**config.mk**
```make
export PLATFORM = sky130hd
export DESIGN_NAME = vstat_irq_ctrl
export DESIGN_NICKNAME = d
export VERILOG_FILES = /design/src/rtl/vstat_pkg.sv /design/src/rtl/vstat_cfg_regs.sv /design/src/rtl/vstat_line_cmp.sv /design/src/rtl/vstat_flag_bank.sv /design/src/rtl/vstat_irq_ctrl.sv
export SDC_FILE = /design/constraint.sdc
export NUM_CORES = 1
export LEC_CHECK = 0
export BUFFER_PORTS_ARGS = -buffer_cell sky130_fd_sc_hd__buf_2
export CORE_MARGIN = 2
export CORE_UTILIZATION = 35
export DETAILED_ROUTE_END_ITERATION = 10
export SYNTH_ARGS = -nofsm -noshare
export SYNTH_HDL_FRONTEND = slang
export SYNTH_HIERARCHICAL = 1
export SYNTH_SLANG_ARGS = --single-unit
```
**constraint.sdc**
```tcl
create_clock -name clk -period 3.01 [get_ports clk]
set_input_delay 0.1505 -clock clk [delete_from_list [all_inputs] [get_ports clk]]
set_output_delay 0.1505 -clock clk [all_outputs]
set_load 0.03 [all_outputs]
```
**src/rtl/vstat_pkg.sv**
```systemverilog
package vstat_pkg;
   localparam int NEV = 6;
   typedef enum int unsigned {
      EV_COLL = 0, EV_OVFL = 1, EV_LINE = 2, EV_SATB = 3, EV_VDMA = 4, EV_VBLK = 5
   } ev_idx_e;
   typedef enum logic [1:0] {
      SEL_DISP = 2'd0, SEL_DMA = 2'd1, SEL_RASTER = 2'd2, SEL_NONE = 2'd3
   } wsel_e;
endpackage

```
**src/rtl/vstat_cfg_regs.sv**
```systemverilog
module vstat_cfg_regs
   import vstat_pkg::*;
#(
   parameter int DW     = 16,
   parameter int LINE_W = 10
) (
   input  logic              clk,
   input  logic              rst_n,
   input  logic              wr_en_i,
   input  logic [1:0]        wr_sel_i,
   input  logic [DW-1:0]     wr_data_i,
   output logic [NEV-1:0]    en_o,
   output logic [LINE_W-1:0] raster_o
);
   generate
      if (DW < LINE_W) begin : g_bad_dw
         $error("vstat_cfg_regs: DW must be at least LINE_W");
      end
      if (DW < 4) begin : g_bad_dw4
         $error("vstat_cfg_regs: DW must be at least 4");
      end
   endgenerate

   logic [3:0]        disp_q;
   logic [1:0]        dma_q;
   logic [LINE_W-1:0] raster_q;

   always_ff @(posedge clk or negedge rst_n) begin
      if (!rst_n) begin
         disp_q   <= '0;
         dma_q    <= '0;
         raster_q <= '0;
      end else if (wr_en_i) begin
         unique case (wsel_e'(wr_sel_i))
            SEL_DISP:   disp_q   <= wr_data_i[3:0];
            SEL_DMA:    dma_q    <= wr_data_i[1:0];
            SEL_RASTER: raster_q <= wr_data_i[LINE_W-1:0];
            SEL_NONE:   ;
         endcase
      end
   end

   always_comb begin
      en_o          = '0;
      en_o[EV_COLL] = disp_q[0];
      en_o[EV_OVFL] = disp_q[1];
      en_o[EV_LINE] = disp_q[2];
      en_o[EV_VBLK] = disp_q[3];
      en_o[EV_SATB] = dma_q[0];
      en_o[EV_VDMA] = dma_q[1];
   end
   assign raster_o = raster_q;

   p_sel_none_r10: assert property (@(posedge clk) disable iff (!rst_n)
      (wr_en_i && wr_sel_i == SEL_NONE) |=> ($stable(en_o) && $stable(raster_o)));
   p_no_write_hold_r8: assert property (@(posedge clk) disable iff (!rst_n)
      !wr_en_i |=> ($stable(en_o) && $stable(raster_o)));
endmodule

```
**src/rtl/vstat_line_cmp.sv**
```systemverilog
module vstat_line_cmp #(
   parameter int LINE_W   = 10,
   parameter int LINE_OFS = 64,
   parameter bit EDGE_DET = 1'b1
) (
   input  logic              clk,
   input  logic              rst_n,
   input  logic [LINE_W-1:0] line_i,
   input  logic [LINE_W-1:0] raster_i,
   output logic              hit_o
);
   localparam int PW = LINE_W + 1;

   generate
      if (LINE_OFS < 0 || LINE_OFS >= (1 << LINE_W)) begin : g_bad_ofs
         $error("vstat_line_cmp: LINE_OFS out of range");
      end
   endgenerate

   logic [PW-1:0] pos;
   logic          match_c;

   assign pos     = {1'b0, line_i} + PW'(LINE_OFS);
   assign match_c = (pos == {1'b0, raster_i});

   generate
      if (EDGE_DET) begin : g_edge
         logic match_q;
         always_ff @(posedge clk or negedge rst_n) begin
            if (!rst_n) match_q <= 1'b0;
            else        match_q <= match_c;
         end
         assign hit_o = match_c & ~match_q;

         p_hit_single_r7: assert property (@(posedge clk) disable iff (!rst_n)
            hit_o |=> !hit_o);
      end else begin : g_level
         assign hit_o = match_c;
      end
   endgenerate

   p_low_target_r9: assert property (@(posedge clk) disable iff (!rst_n)
      (raster_i < LINE_W'(LINE_OFS)) |-> !hit_o);
endmodule

```
**src/rtl/vstat_flag_bank.sv**
```systemverilog
module vstat_flag_bank #(
   parameter int N = 6
) (
   input  logic         clk,
   input  logic         rst_n,
   input  logic [N-1:0] set_i,
   input  logic         clr_i,
   output logic [N-1:0] flag_o
);
   generate
      if (N < 1) begin : g_bad_n
         $error("vstat_flag_bank: N must be positive");
      end
   endgenerate

   for (genvar k = 0; k < N; k++) begin : g_flag
      logic f_q;
      always_ff @(posedge clk or negedge rst_n) begin
         if (!rst_n)        f_q <= 1'b0;
         else if (set_i[k]) f_q <= 1'b1;
         else if (clr_i)    f_q <= 1'b0;
      end
      assign flag_o[k] = f_q;

      p_set_r2: assert property (@(posedge clk) disable iff (!rst_n)
         set_i[k] |=> flag_o[k]);
      p_sticky_r8: assert property (@(posedge clk) disable iff (!rst_n)
         (flag_o[k] && !clr_i) |=> flag_o[k]);
      p_clear_r5: assert property (@(posedge clk) disable iff (!rst_n)
         (clr_i && !set_i[k]) |=> !flag_o[k]);
      p_no_cause_r3: assert property (@(posedge clk) disable iff (!rst_n)
         (!flag_o[k] && !set_i[k]) |=> !flag_o[k]);
   end
endmodule

```
**src/rtl/vstat_irq_ctrl.sv**
```systemverilog
module vstat_irq_ctrl
   import vstat_pkg::*;
#(
   parameter int DW       = 16,
   parameter int LINE_W   = 10,
   parameter int LINE_OFS = 64,
   parameter bit EDGE_DET = 1'b1
) (
   input  logic              clk,
   input  logic              rst_n,
   input  logic [NEV-1:0]    ev_i,
   input  logic [LINE_W-1:0] line_i,
   input  logic              wr_en_i,
   input  logic [1:0]        wr_sel_i,
   input  logic [DW-1:0]     wr_data_i,
   input  logic              rd_stat_i,
   output logic [NEV-1:0]    stat_o,
   output logic              irq_o
);
   logic [NEV-1:0]    en;
   logic [LINE_W-1:0] raster;
   logic              line_hit;
   logic [NEV-1:0]    set_vec;
   logic [NEV-1:0]    flags;

   vstat_cfg_regs #(.DW(DW), .LINE_W(LINE_W)) u_cfg (
      .clk(clk), .rst_n(rst_n), .wr_en_i(wr_en_i), .wr_sel_i(wr_sel_i),
      .wr_data_i(wr_data_i), .en_o(en), .raster_o(raster)
   );

   vstat_line_cmp #(.LINE_W(LINE_W), .LINE_OFS(LINE_OFS), .EDGE_DET(EDGE_DET)) u_cmp (
      .clk(clk), .rst_n(rst_n), .line_i(line_i), .raster_i(raster), .hit_o(line_hit)
   );

   always_comb begin
      set_vec          = ev_i;
      set_vec[EV_LINE] = line_hit;
   end

   vstat_flag_bank #(.N(NEV)) u_flags (
      .clk(clk), .rst_n(rst_n), .set_i(set_vec), .clr_i(rd_stat_i), .flag_o(flags)
   );

   assign stat_o = flags;
   assign irq_o  = |(flags & en);

   p_irq_quiet_r4: assert property (@(posedge clk) disable iff (!rst_n)
      (stat_o == '0) |-> !irq_o);
   p_irq_drop_r5: assert property (@(posedge clk) disable iff (!rst_n)
      (rd_stat_i && ev_i == '0 && !line_hit) |=> !irq_o);
   p_ev_line_ign_r10: assert property (@(posedge clk) disable iff (!rst_n)
      (ev_i[EV_LINE] && !line_hit && !stat_o[EV_LINE]) |=> !stat_o[EV_LINE]);
endmodule

```
* After elaboration in Yosys (flattened, before gate mapping)
Cells that the tools add are included.
** Storage, ports and cells
- Bits of input ports :: 38
- Output and inout bits :: 7
- Bits in registers :: 23
** Operators by class
- Bitwise operators :: 3
- Reductions and logical operators :: 11
- Mux-type cells :: 7
- $add $sub $neg :: 1
- Equal/unequal tests :: 3
** Operator list (number)
- $reduce_bool 2->1 :: 6
- $add 10x7->11 const B :: 1
- $eq 11x10->1 :: 1
- $mux 1 :: 7
- $and 6x6->6 :: 1
- $reduce_and 2->1 :: 3
- $reduce_or 6->1 :: 1
- $eq 2x1->1 const B :: 1
- $eq 2x2->1 const B :: 1
- $logic_not 2->1 :: 1
- $and 1x1->1 :: 1
- $not 1->1 :: 1

* Logic depth before layout (Yosys ltp)
Gate-level depths: netlist of run 1.
- Word-level depth :: 4
- Depth in mapped cells :: 6
- Depth with buffers taken out :: 6

* Modules after synthesis
The synthesis of run 1 kept the hierarchy.
** Modules (own cells, without submodules)
- vstat_cfg_regs :: sequential area each 400.4 um2, times used 1, cells an instance 36, area an instance 663.1 um2
- vstat_flag_bank :: sequential area each 150.1 um2, times used 1, cells an instance 19, area an instance 244.0 um2
- vstat_line_cmp :: sequential area each 25.0 um2, times used 1, cells an instance 22, area an instance 193.9 um2
- vstat_irq_ctrl :: sequential area each 0.0 um2, times used 1, cells an instance 4, area an instance 27.5 um2

* Worst setup path before layout of run 1
Ideal clock, no wire load.
- Path kind :: input to register
- Start point :: in line_i[6]
- End point :: reg u_flags.g_flag[2].f_q
- Stages :: 6
- Data arrival time :: 1.246 ns
- Path buffers :: 0
- Setup time :: 0.064 ns
- Required time :: 2.946 ns
- Path slack :: 1.701 ns
- Cells stage by stage :: ha_1 xor2_1 nor4_1 o2111ai_1 nor3_2 a21o_1
** Between the ends
- Word-level cells in the longest chain between the ends :: 4
- Elaborated cells on any way between the ends :: 5
- Those cells by class :: add/sub: 1; eq/ne: 1; mux: 1; bitwise: 1; reduce/logical: 1
** RTL lines
- start: declaration :: RTL line vstat_irq_ctrl.sv:12 : input logic [LINE_W-1:0] line_i,
- $add 10x7->11 (*) :: RTL line vstat_line_cmp.sv:23 : assign pos = {1'b0, line_i} + PW'(LINE_OFS);
- $eq 11x10->1 (*) :: RTL line vstat_line_cmp.sv:24 : assign match_c = (pos == {1'b0, raster_i});
- $and 1x1->1 (*) :: RTL line vstat_line_cmp.sv:33 : assign hit_o = match_c & ~match_q;
- via line_hit :: RTL line vstat_irq_ctrl.sv:22 : logic line_hit;
- $mux 1 / $reduce_bool 2->1 (equally long branches)
- end signal: assignment :: RTL line vstat_flag_bank.sv:19 : if (!rst_n) f_q <= 1'b0;
- end signal: assignment :: RTL line vstat_flag_bank.sv:20 : else if (set_i[k]) f_q <= 1'b1;
- end signal: assignment :: RTL line vstat_flag_bank.sv:21 : else if (clr_i) f_q <= 1'b0;
- end: declaration :: RTL line vstat_flag_bank.sv:17 : logic f_q;
The timed path passes the listed nets; every way through them passes the cells marked *.
A chain may end at the register's enable or synchronous reset.

* Final worst setup path of run 1
- Start point :: reg u_cfg.raster_q[5] (netlist: u_cfg/raster_o[5])
- End point :: reg u_flags.g_flag[2].f_q
** Between the ends
- Word-level cells in the longest chain between the ends :: 3
- Elaborated cells on any way between the ends :: 4
- Those cells by class :: eq/ne: 1; mux: 1; bitwise: 1; reduce/logical: 1
** RTL lines
- start: declaration :: RTL line vstat_cfg_regs.sv:26 : logic [LINE_W-1:0] raster_q;
- start signal: assignment :: RTL line vstat_cfg_regs.sv:37 : SEL_RASTER: raster_q <= wr_data_i[LINE_W-1:0];
- $eq 11x10->1 (*) :: RTL line vstat_line_cmp.sv:24
- $and 1x1->1 (*) :: RTL line vstat_line_cmp.sv:33
- via line_hit :: RTL line vstat_irq_ctrl.sv:22
- $mux 1 / $reduce_bool 2->1 (equally long branches)
Marks and branches as above.

==> metrics.md, run 1 <==
| Metric | Value |
|---|---|
| Final setup violation count | `0` |
| Power density cells | `513 nW/µm²` |
| Worst Hold Path Cells | `2` |
| Count of TritonRoute iterations in the first routing pass | `4` |
| Highest-count cells in the layout ignoring fill and taps | `sky130_fd_sc_hd__buf_2, sky130_fd_sc_hd__dfrtp_1, sky130_fd_sc_hd__mux2_4` |
| Full die area | `3690 µm²` |
| Setup slack on the worst flop-to-flop path | `1500 ps` |
| Worst hold-check path type | `in2reg` |
| Wire length per cell after detailed routing | `13.1 µm` |
| Clock-pin slew of the registers on the worst-case setup and hold paths | `140 ps` |
| Part of the cycle the worst path needs | `50.3%` |
| Fmax | `660 MHz` |
| Internal power component | `0.499 mW` |
| Detailed-route wire length on metal 1 | `948 µm` |
| Number of gates resized after cts | `0` |
| DR WL met2 | `991 µm` |
| First DRT Iteration DRCs | `16` |
| Later-pin clock latency in the skew report | `310 ps` |
| Clk Tree Root Cell | `sky130_fd_sc_hd__clkbuf_4` |
| Util after Layout | `44.2%` |
| Final estimated routing congestion in global placement | `0.713` |
| H-Tree Depth | `1` |
| Final Routed Wirelength | `2.10 mm` |
| Shortest period the worst path allows | `1510 ps` |
| Post-synthesis instance area | `1130 µm²` |
| Most common cell after layout, fill and taps aside | `sky130_fd_sc_hd__buf_2` |
| Distinct cell type count of the synthesized netlist | `20` |
| Run status | `finished, final reports clean` |
| Nets in the synthesized netlist | `120` |
| Required time of the critical path | `3260 ps` |
| Die Span Y | `60.8 µm` |
| Flop pwr share | `55.9%` |
| Total routing usage reported by global routing | `12.3%` |
| Count of state elements after synthesis | `23` |
| Number of vias in the routed layout | `718` |
| Sum of met3 wire segment lengths after detailed routing | `154 µm` |
| Num rows | `20` |
| Setup repair after global routing missed its margin | `false` |
| R2r startpoint | `u_cfg/raster_o[5]$_DFFE_PN0P_` |
| Buffers added on ports | `37` |
| Combinational Power Share | `23.7%` |
| Final count of hold timing violations | `0` |
| Number of top-level pins | `45` |
| Post-layout net count | `156` |
| Highest routing layer actually used | `met4` |
| Number of buffers added for setup after CTS | `0` |
| GRT overflow | `0` |
| Ratio of cells with drive above 1 in the final layout | `51.7%` |
| Post-synthesis area per instance | `13.9 µm²` |
| Switching share of power | `27.9%` |
| Worst-case clock buffer depth | `2` |
| Clock tree sinks | `23` |
| Share of the yosys chip area belonging to registers | `51.0%` |
| End of the worst hold path | `u_flags/g_flag[3].f_q$_DFFE_PN0P_` |
| Number of cells traversed by the worst register-to-register path | `5` |
| Worst min-delay path startpoint | `ev_i[3]` |
| Worst r2r dst | `u_flags/g_flag[2].f_q$_DFFE_PN0P_` |
| Sequential cell area | `576 µm²` |
| Worst ir drop on vdd | `0.000295 V` |
| TritonCTS clock tree | `done` |
| DPL Wire Length | `1.63 mm` |
| Maximum number of pins on one net before global-route repair | `24` |
| Residual antenna-violating net count after detailed routing | `0` |
| Final setup skew | `15.9 ps` |
| Clk pwr share | `20.4%` |
| First element of the critical path | `u_cfg/raster_o[5]$_DFFE_PN0P_` |
| Number of max-slew violations in the final report | `0` |
| Filler instances | `313` |
| Total net switching power | `0.193 mW` |
| CP Launch Type | `flop` |
| Hold Worst Slack | `20.0 ps` |
| CTS Buf Count | `3` |
| Critical path fanouts, max | `2` |
| Antenna diode instance count | `0` |
| P&R area growth vs syn | `19.6%` |
| Core Footprint | `3050 µm²` |
| Cell count after synthesis | `81` |
| Area used by multi-input combinational logic | `493 µm²` |
| Worst relative slew slack | `50.3%` |
| Global-route wire length before repair | `3.28 mm` |
| Actual slew at the worst max-slew pin | `743 ps` |
| Per-cell via count in the routed design | `4.49` |
| Leading cell types by total area after synthesis | `sky130_fd_sc_hd__dfrtp_1, sky130_fd_sc_hd__mux2_4, sky130_fd_sc_hd__xor2_1, sky130_fd_sc_hd__mux2_2, sky130_fd_sc_hd__a21o_1` |
| Kind of capture point of the worst setup path | `flop` |
| Yosys warnings | `6` |
| Lkg Pwr | `0.675 nW` |
| Summed negative setup slack over all endpoints | `0 ps` |
| Post-route DRC violation count | `0` |
| Initial core utilization | `37.0%` |
| Start-to-end type of the worst setup path | `reg2reg` |
| Top-area cell type share of the netlist area | `51.0%` |
| Via count of the first global-routing pass | `745` |
| Leading area contributor after synthesis | `sky130_fd_sc_hd__dfrtp_1` |
| Die width | `60.8 µm` |
| Initial antenna violation count | `0` |
| Data arrival, critical path | `1760 ps` |
| Maximum capacitance violations | `0` |
## synth_stat cells
master / count
sky130_fd_sc_hd__a22oi_1: 3
sky130_fd_sc_hd__inv_2: 1
sky130_fd_sc_hd__nor3_2: 1
sky130_fd_sc_hd__nand3_1: 3
sky130_fd_sc_hd__nand2b_1: 1
sky130_fd_sc_hd__or3b_1: 1
sky130_fd_sc_hd__mux2_4: 10
sky130_fd_sc_hd__buf_4: 6
sky130_fd_sc_hd__mux2_2: 6
sky130_fd_sc_hd__nor3b_4: 1
sky130_fd_sc_hd__nor2_1: 1
sky130_fd_sc_hd__xnor2_1: 3
sky130_fd_sc_hd__nor4_1: 2
sky130_fd_sc_hd__dfrtp_1: 23
sky130_fd_sc_hd__o2111ai_1: 1
sky130_fd_sc_hd__buf_6: 1
sky130_fd_sc_hd__xor2_1: 8
sky130_fd_sc_hd__ha_1: 1
sky130_fd_sc_hd__a21o_1: 6
sky130_fd_sc_hd__nand3b_1: 2
## worst max-delay path, stage by stage (launching register included)
cell and delay [ps]:
sky130_fd_sc_hd__dfrtp_1 420, sky130_fd_sc_hd__xor2_1 160, sky130_fd_sc_hd__nor4_1 350, sky130_fd_sc_hd__o2111ai_1 220, sky130_fd_sc_hd__nor3_2 200, sky130_fd_sc_hd__a21o_1 100
## sequential cells by signal (all words and copies together), names as in the netlist
signal	cells
u_cfg/dma_q	2
u_cmp/g_edge.match_q	1
u_cfg/raster_o	10
u_cfg/disp_q	4
u_flags/g_flag.f_q	6
## power groups by stage
stage	Sequential [mW]	Clock (mW)	Combinational (mW)
floorplan	0.383	0	0.125
global placement	0.391	0	0.161
detailed placement	0.395	0	0.165
CTS	0.388	0.151	0.167
global route	0.393	0.166	0.180
finish	0.387	0.142	0.164
## per-stage QoR
| stage | area [µm²] | setup WS [ps] | total power, mW | instances |
|---|---|---|---|---|
| 2_1_floorplan | 1130 | 1700 | 0.507 | 81 |
| 3_3_place_gp | 1310 | 1420 | 0.552 | 155 |
| 3_5_place_dp | 1310 | 1400 | 0.559 | 155 |
| 4_1_cts | 1350 | 1440 | 0.707 | 160 |
| 5_1_grt | 1350 | 1380 | 0.740 | 160 |
| 6_report | 1350 | 1500 | 0.693 | 160 |
## metal layers
| metal | track usage [%] | vias to the layer above |
|---|---|---|
| met1 | 15.3 | 335 |
| li1 | - | 350 |
| met5 | 0 | - |
| met3 | 4.05 | 2 |
| met2 | 21.4 | 31 |
| met4 | 1.86 | 0 |
## cells by family after synthesis
kind of cell	Yosys count	share of synthesized area, %
DFF	23	51.0
muxes	16	19.3
and+or+nand+nor	12	7.98
xor gates and xnor gates	11	8.54
AOI/OAI and AO/OA	10	6.76
buffers and inverters	8	5.32
adders and majority gates	1	1.11
## repair_timing
action	CTS	global route
hold buffers	1	0
setup endpoints to repair	0	0
hold endpoints to repair	23	0
## how the worst max path moves through the flow
stage,end,slack (ps),depth (start not counted)
after floorplan,u_flags/g_flag[2].f_q$_DFFE_PN0P_,1700,6
after global placement,u_flags/g_flag[2].f_q$_DFFE_PN0P_,1420,7
after detailed placement,u_flags/g_flag[2].f_q$_DFFE_PN0P_,1400,7
after CTS,u_flags/g_flag[2].f_q$_DFFE_PN0P_,1440,5
after global routing,u_flags/g_flag[2].f_q$_DFFE_PN0P_,1380,5
final,u_flags/g_flag[2].f_q$_DFFE_PN0P_,1500,5
## cell type report
cell class	instances	share of cell area (%)
flip-flops and latches	23	42.6
multi-input cells	50	36.5
clock inverters	1	0.371
clock buffers	3	1.67
well taps	44	4.08
repair buffers	38	14.5
inverters	1	0.278
Note: power is estimated with default switching activity, not from simulation.
==> run 2: changes to the inputs <==
ABC_AREA = 1   (was not set)
clock period = 1.4 ns   (was 3.01 ns; I/O delays follow)
==> run 2 against run 1 <==
Effect of this change:
- critical endpoint is now irq_o
- critical path type is now reg2out
- largest cell class unchanged
- register-to-register slack lost 1200 ps
- design area grew 15%
- core utilization up 1.1 points
- non-clock buffer count rose by 6
- combinational power increased by 120%
==> metrics.md, run 2 <==
| Metric | Value |
|---|---|
| Required time of the critical path | `1330 ps` |
| GRT overflow | `0` |
| Most common cell after layout, fill and taps aside | `sky130_fd_sc_hd__nand2_1` |
| Number of max-slew violations in the final report | `0` |
| Yosys warnings | `6` |
| TritonCTS clock tree | `done` |
| Die Span Y | `64.4 µm` |
| Lkg Pwr | `0.901 nW` |
| Number of gates resized after cts | `0` |
| Final estimated routing congestion in global placement | `0.738` |
| Summed negative setup slack over all endpoints | `0 ps` |
| Actual slew at the worst max-slew pin | `498 ps` |
| Per-cell via count in the routed design | `4.27` |
| Largest family of logic cells by synthesized area | `simple AND/OR/NAND/NOR gates` |
| Final count of hold timing violations | `0` |
| Kind of capture point of the worst setup path | `output pin` |
| Full die area | `4150 µm²` |
| Final setup skew | `6.39 ps` |
| Number of buffers added for setup after CTS | `0` |
| Leading area contributor after synthesis | `sky130_fd_sc_hd__dfrtp_1` |
| List of most frequent post-synthesis cells | `sky130_fd_sc_hd__nand2_1, sky130_fd_sc_hd__dfrtp_1, sky130_fd_sc_hd__inv_1` |
| Worst-case clock buffer depth | `2` |
| Later-pin clock latency in the skew report | `300 ps` |
| Distinct cell type count of the synthesized netlist | `18` |
| Top-area cell type share of the netlist area | `45.0%` |
| Wire length per cell after detailed routing | `9.48 µm` |
| Clock tree sinks | `23` |
| Cell count after placement | `248` |
| Antenna diode instance count | `0` |
| Number of flip-flops in the largest register | `10` |
| P&R area growth vs syn | `21.1%` |
| Synth Area in XOR/XNOR | `2.05%` |
| Worst hold-check path type | `in2reg` |
| Maximum number of pins on one net before global-route repair | `24` |
| Buffers added on ports | `37` |
| Prevailing post-synth register cell | `sky130_fd_sc_hd__dfrtp_1` |
| Num rows | `21` |
| Initial antenna violation count | `0` |
| Run status | `finished, final reports clean` |
| Portion of netlist area occupied by mux cells | `0%` |
| Setup repair after global routing missed its margin | `false` |
| Maximum capacitance violations | `0` |
| Residual antenna-violating net count after detailed routing | `0` |
| Share of the yosys chip area belonging to registers | `45.0%` |
| Nets in the synthesized netlist | `214` |
| Worst ir drop on vdd | `0.000439 V` |
| Filler instances | `372` |
| Util after Layout | `45.3%` |
| DPL Wire Length | `1.92 mm` |
| Non-Filler Instances | `259` |
| Number of top-level pins | `45` |
| Ratio of cells with drive above 1 in the final layout | `23.0%` |
| Leading cell types by total area after synthesis | `sky130_fd_sc_hd__dfrtp_1, sky130_fd_sc_hd__nand2_1, sky130_fd_sc_hd__inv_1, sky130_fd_sc_hd__nand4_1, sky130_fd_sc_hd__buf_4` |
| Power density cells | `943 nW/µm²` |
| Compound-gate portion of the synthesized area | `0%` |
| Synth Area in Adders | `0.978%` |
| Post-layout net count | `253` |
| Cell count after synthesis | `175` |
| Largest stage delay on the critical path | `420 ps` |
| Final Routed Wirelength | `2.46 mm` |
| Via count of the first global-routing pass | `1,085` |
| Start-to-end type of the worst setup path | `reg2out` |
| Shortest period the worst path allows | `1220 ps` |
| Post-synthesis instance area | `1280 µm²` |
| CTS Buf Count | `3` |
| Core Footprint | `3420 µm²` |
| Count of TritonRoute iterations in the first routing pass | `4` |
| Final setup violation count | `0` |
| Cell with the most instances after synthesis | `sky130_fd_sc_hd__nand2_1` |
| Data arrival, critical path | `1150 ps` |
| Initial core utilization | `37.4%` |
| Part of the cycle the worst path needs | `86.8%` |
| Clock-pin slew of the registers on the worst-case setup and hold paths | `130 ps` |
| Synth async-reset ratio | `100%` |
| Critical path's top delay family | `flip-flops` |
| Highest-count cells in the layout ignoring fill and taps | `sky130_fd_sc_hd__nand2_1, sky130_fd_sc_hd__buf_2, sky130_fd_sc_hd__dfrtp_1` |
| Fmax | `823 MHz` |
| First DRT Iteration DRCs | `31` |
| Count of state elements after synthesis | `23` |
| Number of vias in the routed layout | `1,105` |
| Library cell appearing most often on the critical path | `sky130_fd_sc_hd__nand2_1` |
| Global-route wire length before repair | `4.40 mm` |
| Total buffers and inverters traversed by the critical path | `1` |
| Series of cell instances along the critical path | `nand2_1 -> nand2_1 -> nor2_1 -> nand2_1 -> buf_2` |
| Worst relative slew slack | `66.8%` |
| Clk Tree Root Cell | `sky130_fd_sc_hd__clkbuf_4` |
| Post-synthesis area per instance | `7.31 µm²` |
| Crit path max-delay cell type | `sky130_fd_sc_hd__dfrtp_1` |
| Total routing usage reported by global routing | `13.3%` |
| Critical path fanouts, max | `3` |
| Post-route DRC violation count | `0` |
| H-Tree Depth | `1` |
| CP Launch Type | `flop` |
| Number of enable-type register cells in the synthesized netlist | `0` |
| Die width | `64.4 µm` |
| Simple logic cell fraction of the synthesized area | `39.1%` |
run 2: cell types whose count changed after synthesis, sizes merged, moves of 6 or more:
cell and delta:
mux2 -16, nand4 +12, nand3 +8, nand2 +82
inv +23, a21o -6
run 2: timing repair:
action	CTS	global route
hold buffers	6	1
hold endpoints to repair	28	1
endpoints found under the setup margin	0	0
run 2: worst register-to-register path, cell delays in order, from the launching register on:
cell and delay [ps]:
sky130_fd_sc_hd__dfrtp_1 420, sky130_fd_sc_hd__inv_1 60, sky130_fd_sc_hd__nand2_1 40, sky130_fd_sc_hd__nand2_1 50, sky130_fd_sc_hd__nand2_1 40, sky130_fd_sc_hd__nor2_1 90
sky130_fd_sc_hd__nand2_1 80, sky130_fd_sc_hd__nor3_2 150, sky130_fd_sc_hd__inv_1 60, sky130_fd_sc_hd__nand2_1 60
run 2: layout make-up:
cell class	instances	area, µm²	area share (%)
tap	46	57.6	3.72
clock buffer	3	22.5	1.45
clock inverter	1	5.00	0.323
timing repair buffer	44	255	16.5
sequential	23	576	37.2
inverter	25	93.8	6.06
multi-input combinational	117	539	34.8
run 2: worst paths after layout:
| check | start | cells past startpoint | to | slack [ps] |
|---|---|---|---|---|
| worst max-delay path | u_flags/g_flag[2].f_q$_DFFE_PN0P_ | 5 | irq_o | 180 |
| worst min register to register | u_cfg/disp_q[3]$_DFFE_PN0P_ | 2 | u_cfg/disp_q[3]$_DFFE_PN0P_ | 490 |
| min in group asynchronous | rst_n | 2 | u_flags/g_flag[0].f_q$_DFFE_PN0P_ | 250 |
| worst max register to register | u_cfg/raster_o[6]$_DFFE_PN0P_ | 9 | u_flags/g_flag[2].f_q$_DFFE_PN0P_ | 320 |
| max in group asynchronous | rst_n | 2 | u_cfg/raster_o[4]$_DFFE_PN0P_ | 810 |
| worst min-delay path | wr_data_i[8] | 3 | u_cfg/raster_o[8]$_DFFE_PN0P_ | 10 |
run 2: logic make-up after synthesis:
| logic type | count (synthesis) |
|---|---|
| buffers and inverters | 35 |
| adders and majority gates | 1 |
| xor gates and xnor gates | 3 |
| DFF | 23 |
| and+or+nand+nor | 113 |
run 2: power breakdown:
part           switching (mW)  internal, mW
registers              0.0556         0.747
logic                   0.213         0.146
clock network           0.192         0.106
total                   0.460          1.00
run 2: metal layers:
metal  global-route usage [%]  share of wire (%)  vias to the layer above
met2                     23.3                 47                       18
met4                     5.32                1.3                        0
met5                        0                  0                        -
met3                     2.26                3.6                        2
met1                     16.1                 48                      475
li1                         -                  -                      610
run 2: metrics by stage:
step	hold slack (ps)	instance area, µm²	worst slack (ps)	power (mW)
6_report	11.4	1550	185	1.46
5_1_grt	15.3	1550	70.7	1.58
4_1_cts	0.0487	1540	169	1.48
3_5_place_dp	71.1	1450	233	1.17
3_3_place_gp	79.9	1450	254	1.16
2_1_floorplan	-226	1280	423	1.06
